==> src/rtl/dmf_pkg.sv <==
package dmf_pkg;
  localparam int unsigned MAC_W   = 48;
  localparam int unsigned DA_BYTES = MAC_W / 8;
  typedef logic [MAC_W-1:0] mac_t;
endpackage

==> src/rtl/dmf_cfg.sv <==
module dmf_cfg
  import dmf_pkg::*;
#(
  parameter int NUM_ENT = 17,
  parameter int WA_W    = $clog2(2*NUM_ENT+1)
) (
  input  logic                          clk_i,
  input  logic                          rst_ni,
  input  logic                          wr_en_i,
  input  logic [WA_W-1:0]               wr_addr_i,
  input  logic [31:0]                   wr_data_i,
  input  logic                          load_i,
  output logic [NUM_ENT-1:0][MAC_W-1:0] act_tab_o,
  output logic [NUM_ENT-1:0]            act_en_o
);
  localparam int EN_WORD = 2*NUM_ENT;

  logic [NUM_ENT-1:0][MAC_W-1:0] prog_q, act_q;
  logic [NUM_ENT-1:0]            prog_en_q, act_en_q;

  always_ff @(posedge clk_i or negedge rst_ni) begin
    if (!rst_ni) begin
      prog_q    <= '0;
      act_q     <= '0;
      prog_en_q <= '0;
      act_en_q  <= '0;
    end else begin
      if (wr_en_i) begin
        for (int i = 0; i < NUM_ENT; i++) begin
          if (wr_addr_i == WA_W'(2*i))   prog_q[i][MAC_W-1:32] <= wr_data_i[15:0];
          if (wr_addr_i == WA_W'(2*i+1)) prog_q[i][31:0]       <= wr_data_i;
        end
        if (wr_addr_i == WA_W'(EN_WORD)) prog_en_q <= wr_data_i[NUM_ENT-1:0];
      end
      // snapshot takes pre-write values when a write shares the SOF beat
      if (load_i) begin
        act_q    <= prog_q;
        act_en_q <= prog_en_q;
      end
    end
  end

  assign act_tab_o = act_q;
  assign act_en_o  = act_en_q;
endmodule

==> src/rtl/dmf_match.sv <==
module dmf_match
  import dmf_pkg::*;
#(
  parameter int NUM_ENT = 17
) (
  input  mac_t                          addr_i,
  input  logic [NUM_ENT-1:0][MAC_W-1:0] tab_i,
  input  logic [NUM_ENT-1:0]            en_i,
  output logic                          hit_o
);
  logic [NUM_ENT-1:0] hit_vec;

  for (genvar i = 0; i < NUM_ENT; i++) begin : g_ent
    // entry 0 owns the top enable bit
    assign hit_vec[i] = en_i[NUM_ENT-1-i] && (tab_i[i] == addr_i);
  end

  assign hit_o = |hit_vec;
endmodule

==> src/rtl/dmf_frame.sv <==
module dmf_frame
  import dmf_pkg::*;
(
  input  logic       clk_i,
  input  logic       rst_ni,
  input  logic       prom_i,
  input  logic       in_valid_i,
  input  logic       in_sof_i,
  input  logic       in_eof_i,
  input  logic [7:0] in_data_i,
  input  logic       hit_i,
  output mac_t       cand_addr_o,
  output logic       load_o,
  output logic       dec_valid_o,
  output logic       accept_o
);
  localparam int CNT_W = $clog2(DA_BYTES+1);
  localparam int SH_W  = MAC_W - 8;

  logic [CNT_W-1:0] cnt_q;
  logic [SH_W-1:0]  sh_q;
  logic             prom_q;
  logic             collect;

  assign collect     = in_valid_i && !in_sof_i && (cnt_q != '0) && (cnt_q < CNT_W'(DA_BYTES));
  assign cand_addr_o = {sh_q, in_data_i};
  assign load_o      = in_valid_i && in_sof_i;

  always_ff @(posedge clk_i or negedge rst_ni) begin
    if (!rst_ni) begin
      cnt_q       <= '0;
      sh_q        <= '0;
      prom_q      <= 1'b0;
      dec_valid_o <= 1'b0;
      accept_o    <= 1'b0;
    end else if (load_o) begin
      cnt_q       <= in_eof_i ? '0 : CNT_W'(1);
      sh_q        <= {{(SH_W-8){1'b0}}, in_data_i};
      prom_q      <= prom_i;
      dec_valid_o <= in_eof_i;
      accept_o    <= in_eof_i && prom_i;
    end else if (collect) begin
      sh_q <= {sh_q[SH_W-9:0], in_data_i};
      if (cnt_q == CNT_W'(DA_BYTES-1)) begin
        cnt_q       <= CNT_W'(DA_BYTES);
        dec_valid_o <= 1'b1;
        accept_o    <= prom_q || hit_i;
      end else if (in_eof_i) begin
        cnt_q       <= '0;
        dec_valid_o <= 1'b1;
        accept_o    <= prom_q;
      end else begin
        cnt_q <= cnt_q + CNT_W'(1);
      end
    end
  end

  p_hold_r6: assert property (@(posedge clk_i) disable iff (!rst_ni)
    dec_valid_o && !(in_valid_i && in_sof_i) |=> dec_valid_o && $stable(accept_o));

  p_sixth_byte_r6: assert property (@(posedge clk_i) disable iff (!rst_ni)
    in_valid_i && !in_sof_i && (cnt_q == CNT_W'(DA_BYTES-1)) |=> dec_valid_o);

  p_sof_clear_r9: assert property (@(posedge clk_i) disable iff (!rst_ni)
    in_valid_i && in_sof_i && !in_eof_i |=> !dec_valid_o);

  p_short_drop_r7: assert property (@(posedge clk_i) disable iff (!rst_ni)
    in_valid_i && !in_sof_i && in_eof_i && !prom_q && (cnt_q != '0)
      && (cnt_q < CNT_W'(DA_BYTES-1)) |=> dec_valid_o && !accept_o);

  p_prom_accept_r4: assert property (@(posedge clk_i) disable iff (!rst_ni)
    dec_valid_o && prom_q |-> accept_o);
endmodule

==> src/rtl/da_filter.sv <==
module da_filter
  import dmf_pkg::*;
#(
  parameter int NUM_ENT = 17,
  parameter int WA_W    = $clog2(2*NUM_ENT+1)
) (
  input  logic            clk_i,
  input  logic            rst_ni,
  input  logic            wr_en_i,
  input  logic [WA_W-1:0] wr_addr_i,
  input  logic [31:0]     wr_data_i,
  input  logic            prom_i,
  input  logic            in_valid_i,
  input  logic            in_sof_i,
  input  logic            in_eof_i,
  input  logic [7:0]      in_data_i,
  output logic            dec_valid_o,
  output logic            accept_o
);
  logic [NUM_ENT-1:0][MAC_W-1:0] act_tab;
  logic [NUM_ENT-1:0]            act_en;
  mac_t                          cand_addr;
  logic                          load, hit;

  dmf_cfg #(.NUM_ENT(NUM_ENT), .WA_W(WA_W)) u_cfg (
    .clk_i, .rst_ni, .wr_en_i, .wr_addr_i, .wr_data_i,
    .load_i(load), .act_tab_o(act_tab), .act_en_o(act_en)
  );

  dmf_match #(.NUM_ENT(NUM_ENT)) u_match (
    .addr_i(cand_addr), .tab_i(act_tab), .en_i(act_en), .hit_o(hit)
  );

  dmf_frame u_frame (
    .clk_i, .rst_ni, .prom_i, .in_valid_i, .in_sof_i, .in_eof_i, .in_data_i,
    .hit_i(hit), .cand_addr_o(cand_addr), .load_o(load),
    .dec_valid_o, .accept_o
  );

  p_reset_r1: assert property (@(posedge clk_i) disable iff (!rst_ni)
    $rose(rst_ni) |-> !dec_valid_o);
endmodule

==> config.mk <==
export PLATFORM = sky130hd
export DESIGN_NAME = da_filter
export DESIGN_NICKNAME = d
export VERILOG_FILES = /design/src/rtl/dmf_pkg.sv /design/src/rtl/dmf_cfg.sv /design/src/rtl/dmf_match.sv /design/src/rtl/dmf_frame.sv /design/src/rtl/da_filter.sv
export SDC_FILE = /design/constraint.sdc
export NUM_CORES = 2
export LEC_CHECK = 0
export ABC_AREA = 1
export BUFFER_PORTS_ARGS = -buffer_cell sky130_fd_sc_hd__buf_2
export CAP_MARGIN = 20
export CORE_ASPECT_RATIO = 0.5
export CORE_MARGIN = 1
export CORE_UTILIZATION = 35
export CTS_CLUSTER_DIAMETER = 80
export DETAILED_ROUTE_END_ITERATION = 8
export GPL_TIMING_DRIVEN = 0
export PLACE_DENSITY_LB_ADDON = 0.05
export RECOVER_POWER = 50
export SYNTH_ARGS = -nofsm -noshare
export SYNTH_HDL_FRONTEND = slang
export SYNTH_SLANG_ARGS = --single-unit
==> constraint.sdc <==
create_clock -name clk_i -period 1.6 [get_ports clk_i]
set_clock_uncertainty 0.15 [all_clocks]
set_input_delay 0.16 -clock clk_i [delete_from_list [all_inputs] [get_ports clk_i]]
set_output_delay 0.16 -clock clk_i [all_outputs]
set_load 0.01 [all_outputs]
Word-level counts from Yosys, hierarchy flattened
Cells that the tools add are included.

Register bits after elaboration: 1712. Logic and storage cells: 192. Output and inout port bits: 2. Input port bits: 53.

Add/sub/neg operators: 1. Reductions and logical operators: 65. Muxes and demuxes: 15. Magnitude comparators: 1. Equal/unequal tests: 52.

Operators with widths (number): == test 48 bit (17); == test 6 x 5 -> 1 bit (second input constant) (16); 2-to-1 mux 40 bit (2); AND reduction 2 bit (36); == test 6 x 4 -> 1 bit (second input constant) (8); == test 6 x 3 -> 1 bit (second input constant) (4); logical AND 1 bit (22); == test 6 bit (second input constant) (3); OR reduction 17 bit (1); == test 6 x 2 -> 1 bit (second input constant) (2); 2-to-1 mux 3 bit (4); 2-to-1 mux 1 bit (9); == test 6 x 1 -> 1 bit (second input constant) (1); zero test 6 bit (1); nonzero test 3 bit (2); adder 3 x 1 -> 3 bit (second input constant) (1); == test 3 bit (second input constant) (1); < comparator 3 bit (second input constant) (1); nonzero test 2 bit (1); zero test 1 bit (1); logical OR 1 bit (1).

Depth between registers and ports, before layout
Word-level depth: 7. Depth in mapped cells: 16. Depth with buffers taken out: 14.

Cells and area by module
From an unflattened synthesis, not the netlist that was laid out.

Cells, all modules: 8339. Area, all modules: 77667.0 µm².

Modules (own cells, without submodules): dmf_cfg (area an instance 63566.0 µm², seq. area each 41690.0 µm², times used 1, cells each 5504); dmf_match (area an instance 12175.4 µm², seq. area each 0.0 µm², times used 1, cells each 2634); dmf_frame (area an instance 1925.6 µm², seq. area each 1151.1 µm², times used 1, cells each 201).

Worst setup path before layout
Ideal clock, no wire load.

Path kind: register -> register. Start point: reg u_frame.cnt_q[0]. End point: reg u_frame.sh_q[10]. Arrival: 1.441 ns. Library setup time: 0.138 ns. Required time: 1.312 ns. Cell stages (with the launch flop): 8. Slack: -0.129 ns. Clock period less this slack: 1.729 ns. Cells stage by stage: dfrtp_1 > inv_1 > ha_1 > o21ai_0 > nand2_1 > inv_2 > buf_1 > o22ai_1.

Cells in the longest elaborated chain, start to end: 4.

RTL lines: start, declared (RTL line dmf_frame.sv:20) `logic [CNT_W-1:0] cnt_q;`; start signal, assigned (RTL line dmf_frame.sv:37) `cnt_q <= in_eof_i ? '0 : CNT_W'(1);`; start signal, assigned (RTL line dmf_frame.sv:45) `cnt_q <= CNT_W'(DA_BYTES);`; start signal, assigned (RTL line dmf_frame.sv:53) `cnt_q <= cnt_q + CNT_W'(1);`; branches (longest 2 deep; another with < comparator 3 bit); logical AND 1 bit (*) (RTL line dmf_frame.sv:25) `assign collect = in_valid_i && !in_sof_i && (cnt_q != '0) && (cnt_q < CNT_W'(DA_BYTES));`; nonzero test 2 bit (no line) (*); end signal, assigned (RTL line dmf_frame.sv:38) `sh_q <= {{(SH_W-8){1'b0}}, in_data_i};`; end signal, assigned (RTL line dmf_frame.sv:43) `sh_q <= {sh_q[SH_W-9:0], in_data_i};`; end, declared (RTL line dmf_frame.sv:21) `logic [SH_W-1:0] sh_q;`.

Every way passes the cells marked *. A chain may end at the register's enable or synchronous reset.

Final worst setup path
Start point: in in_data_i[7]. End point: reg u_frame.accept_o.

Cells in the longest elaborated chain, start to end: 7.

RTL lines: start, declared (RTL line da_filter.sv:16) `input logic [7:0] in_data_i,`; == test 48 bit (RTL line dmf_match.sv:15) `assign hit_vec[i] = en_i[NUM_ENT-1-i] && (tab_i[i] == addr_i);`; logical AND 1 bit (RTL line dmf_match.sv:15); OR reduction 17 bit (*) (RTL line dmf_match.sv:18) `assign hit_o = |hit_vec;`; logical OR 1 bit (*) (RTL line dmf_frame.sv:47) `accept_o <= prom_q || hit_i;`; 2-to-1 mux 1 bit (*) (RTL line dmf_frame.sv:44) `if (cnt_q == CNT_W'(DA_BYTES-1)) begin`; 2-to-1 mux 1 bit (*) (RTL line dmf_frame.sv:42) `end else if (collect) begin`; 2-to-1 mux 1 bit (*) (RTL line dmf_frame.sv:36) `end else if (load_o) begin`; end signal, assigned (RTL line dmf_frame.sv:41) `accept_o <= in_eof_i && prom_i;`; end signal, assigned (RTL line dmf_frame.sv:47); end signal, assigned (RTL line dmf_frame.sv:51) `accept_o <= prom_q;`; end, declared (RTL line dmf_frame.sv:15) `output logic accept_o`.

Every way passes the cells marked *; elsewhere a longest branch is shown, timed or not. The select of a mux whose other input is x is not followed.

==> out/qor.txt <==
DR iter-0 viols - 12058
Yosys reg bits - 1712
Comb power frac - 32.3%
Worst EP arrival - 3410 ps
Yosys cell types - 27
Total GRT Usage - 40.8%
Final period util - 175%
Syn Std Cell Area - 74100 um^2
WL final - 446000 um
Grt total ovfl - 0
Clk buf depth - 4
Port Buffers - 49
CTS tree - built
Vias in the first global route - 62808
Worst slew pin tran - 1400 ps
Fmax - 356 MHz
Share of post-route cells with drive strength above 1 - 10.5%
Worst setup path class - primary input to flip-flop
RSZ-0062 raised after global routing - yes
Iteration count of the initial detailed-routing pass - 8
Clock transition at path regs - 70 ps
Synth warn - 0
Vias per inst - 5.72
Setup Viol. Count Final - 2356
Worst slack at placement - -2570 ps
Peak VDD IR - 0.940 mV
Max-Cap Viols - 0
Failing checks - negative hold slack, negative setup slack
Pin count of the biggest net entering global routing - 159
Sw Ratio - 38.7%
Width of the die - 653 um
Worst skew pair latency - 880 ps
Req. time, crit path - 2200 ps
Largest family of logic cells by synthesized area - simple AND/OR/NAND/NOR gates
Initial antenna violation count - 123
Total core area - 211000 um^2
Status - complete, but fails checks
Post-Syn Area per Cell - 8.34 um^2
Detail Placement HPWL - 285000 um
Nets - 9494
Final worst setup slack - -1210 ps
Hold slack final - -24.9 ps
Number of CTS-inserted buffers - 177
Worst Setup End Kind - flip-flop
Slew Viols, Final - 0
Adder-cell share of the synthesized area - 0.0506%
XOR/XNOR Fraction of Synth Area - 2.66%
LEAKAGE - 0.0433 uW
Synth Area in Compound Gates - 12.3%
Simple-Gate Fraction of Synth Area - 20.6%
Net Switching - 55500 uW
Sequential Power Share - 37.6%
Drt wl/cell - 35.8 um
Die area - 214000 um^2
Worst min path class - primary input to flip-flop
Post-synthesis mux area share - 0%
Mapped Cells - 8889
Final core occ - 43.1%
Final hold viol count - 6
Drc violations - 0
Clock Power Share - 30.1%
Post-route ant nets - 0
Startpoint Class - primary input
Initial core utilization - 35.2%
Register area share after synthesis - 57.8%
Via count - 71370
Gp weighted congestion - 0.974
P per Cell Area - 1580 nW/um^2
First-pass GRT wire length - 582000 um
# clock sinks - 1712
Chip height - 327 um
Min Tclk post-route - 2810 ps
Critical path peak fanout - 10
Area delta synth->final - 22.5%
H-tree depth - 4
Slew headroom - 6.56%
Cell Int Power - 87800 uW
Post-synth net total - 8945
CTS root buf - clkbuf_16
IO Pins - 55
Placement row count - 119
## per-layer routing
layer / track usage (%) / vias to the layer above / routed length [um]
li1: - / 29190 / -
met1: 57.6 / 36110 / 184000
met2: 53.6 / 5071 / 172000
met3: 17.0 / 952 / 66000
met4: 18.6 / 47 / 23400
met5: 1.03 / - / 875
## cell families after synthesis
group                      count (synthesis)
AOI/OAI and AO/OA                       1785
xor gates and xnor gates                 225
adders and majority gates                  3
buffers and inverters                   1113
DFF                                     1712
and+or+nand+nor                         4051
## power groups by stage
stage	Sequential, uW	Clock (uW)	Combinational [uW]
floorplan	52700	0	17200
global placement	54400	0	33800
detailed placement	54200	0	34900
CTS	53600	43000	42500
global route	54300	44800	46700
finish	53800	43100	46300
## worst max-delay path, cell delays in order
cell and delay [ps]:
buf_2 130, inv_1 860, buf_2 810, nand2_1 90, o21ai_0 110, nor2_1 60, nand2_1 60, nor2_1 40
nand2_1 60, nor2_2 50, nand2_2 190, nand2_4 110, nor2_2 140, nand3_4 140, o21bai_4 260, a21oi_2 90
## placed cells by master (no fill, tap or decap), drive strengths merged, types with 18 or more instances in the layout
cell type	count
o21ai	1613
nand3	39
inv	558
nor2	485
dfrtp	1712
xor2	73
clkbuf	663
o22ai	148
clkinv	20
xnor2	152
a21oi	18
nand2	3513
buf	459
diode	68
dlygate4sd3	53
## area by class of cell
type	count	area, um^2
fillers	21505	120000
flip-flops and latches	1712	42900
multi-input cells	6064	27200
clock buffers	266	5250
repair buffers	370	4720
plain buffers	549	4320
well taps	2843	3560
inverters	563	2370
clock inverters	31	390
diodes	68	170
repair inverters	1	11.3
## final timing paths
path / from / end / slack [ps] / depth (start not counted)
min in group asynchronous: rst_ni / u_cfg.act_tab_o[177] / 80 / 3
max in group asynchronous: rst_ni / u_cfg.act_tab_o[458] / -680 / 7
worst max register to register: u_frame.sh_q[11] / u_frame.accept_o / -1100 / 13
worst min register to register: u_cfg.prog_q[678] / u_cfg.act_tab_o[678] / 300 / 2
worst min-delay path: in_sof_i / u_frame.dec_valid_o / -20 / 5
worst max-delay path: in_data_i[7] / u_frame.accept_o / -1210 / 16
## synth_stat cells
cell type / instances / area [um^2]
nand2_1: 3511 / 13200
dfrtp_1: 1712 / 42800
o21ai_0: 1583 / 7920
inv_1: 522 / 1960
nor2_1: 485 / 1820
clkbuf_1: 386 / 1450
xnor2_1: 152 / 1330
o22ai_1: 148 / 926
xor2_1: 73 / 639
buf_6: 60 / 676
buf_2: 49 / 245
buf_4: 43 / 323
nand3_1: 39 / 195
inv_2: 34 / 128
o21ai_1: 30 / 150
a21oi_1: 18 / 90.1
buf_1: 12 / 45.0
nor3_1: 8 / 40.0
inv_4: 7 / 43.8
nand4_1: 5 / 31.3
ha_1: 3 / 37.5
o211ai_1: 3 / 22.5
nand2_2: 2 / 12.5
nor3b_1: 1 / 7.51
o21bai_1: 1 / 7.51
o311ai_0: 1 / 8.76
o31ai_1: 1 / 7.51
## flip-flops by register name (all words and copies together), names as in the netlist
| register | count |
|---|---|
| u_cfg.act_en_o | 17 |
| u_cfg.act_tab_o | 816 |
| u_cfg.prog_q | 816 |
| u_cfg.prog_en_q | 17 |
| u_frame.sh_q | 40 |
| u_frame.dec_valid_o | 1 |
| u_frame.accept_o | 1 |
| u_frame.cnt_q | 3 |
| u_frame.prom_q | 1 |
## metrics by stage
step | TNS, ps | total power [uW] | instance area [um^2] | instances
floorplan | -90.1 | 69800 | 74300 | 8889
global placement | - | 88200 | 78100 | 11781
detailed placement | -3067480 | 89100 | 79200 | 11831
CTS | -480720 | 139000 | 89900 | 12365
global route | -689460 | 146000 | 90700 | 12409
finish | -636940 | 143000 | 90800 | 12467
## timing repair
item | 4_1_cts | 5_1_grt
pin swaps | 29 | 15
endpoints found under the hold margin | 880 | 502
hold buffers | 48 | 14
resized for setup | 542 | 183
cloned | 25 | 9
buffers inserted | 165 | 18
setup endpoints to repair | 1571 | 1474
Power figures use the tool's default switching activity.
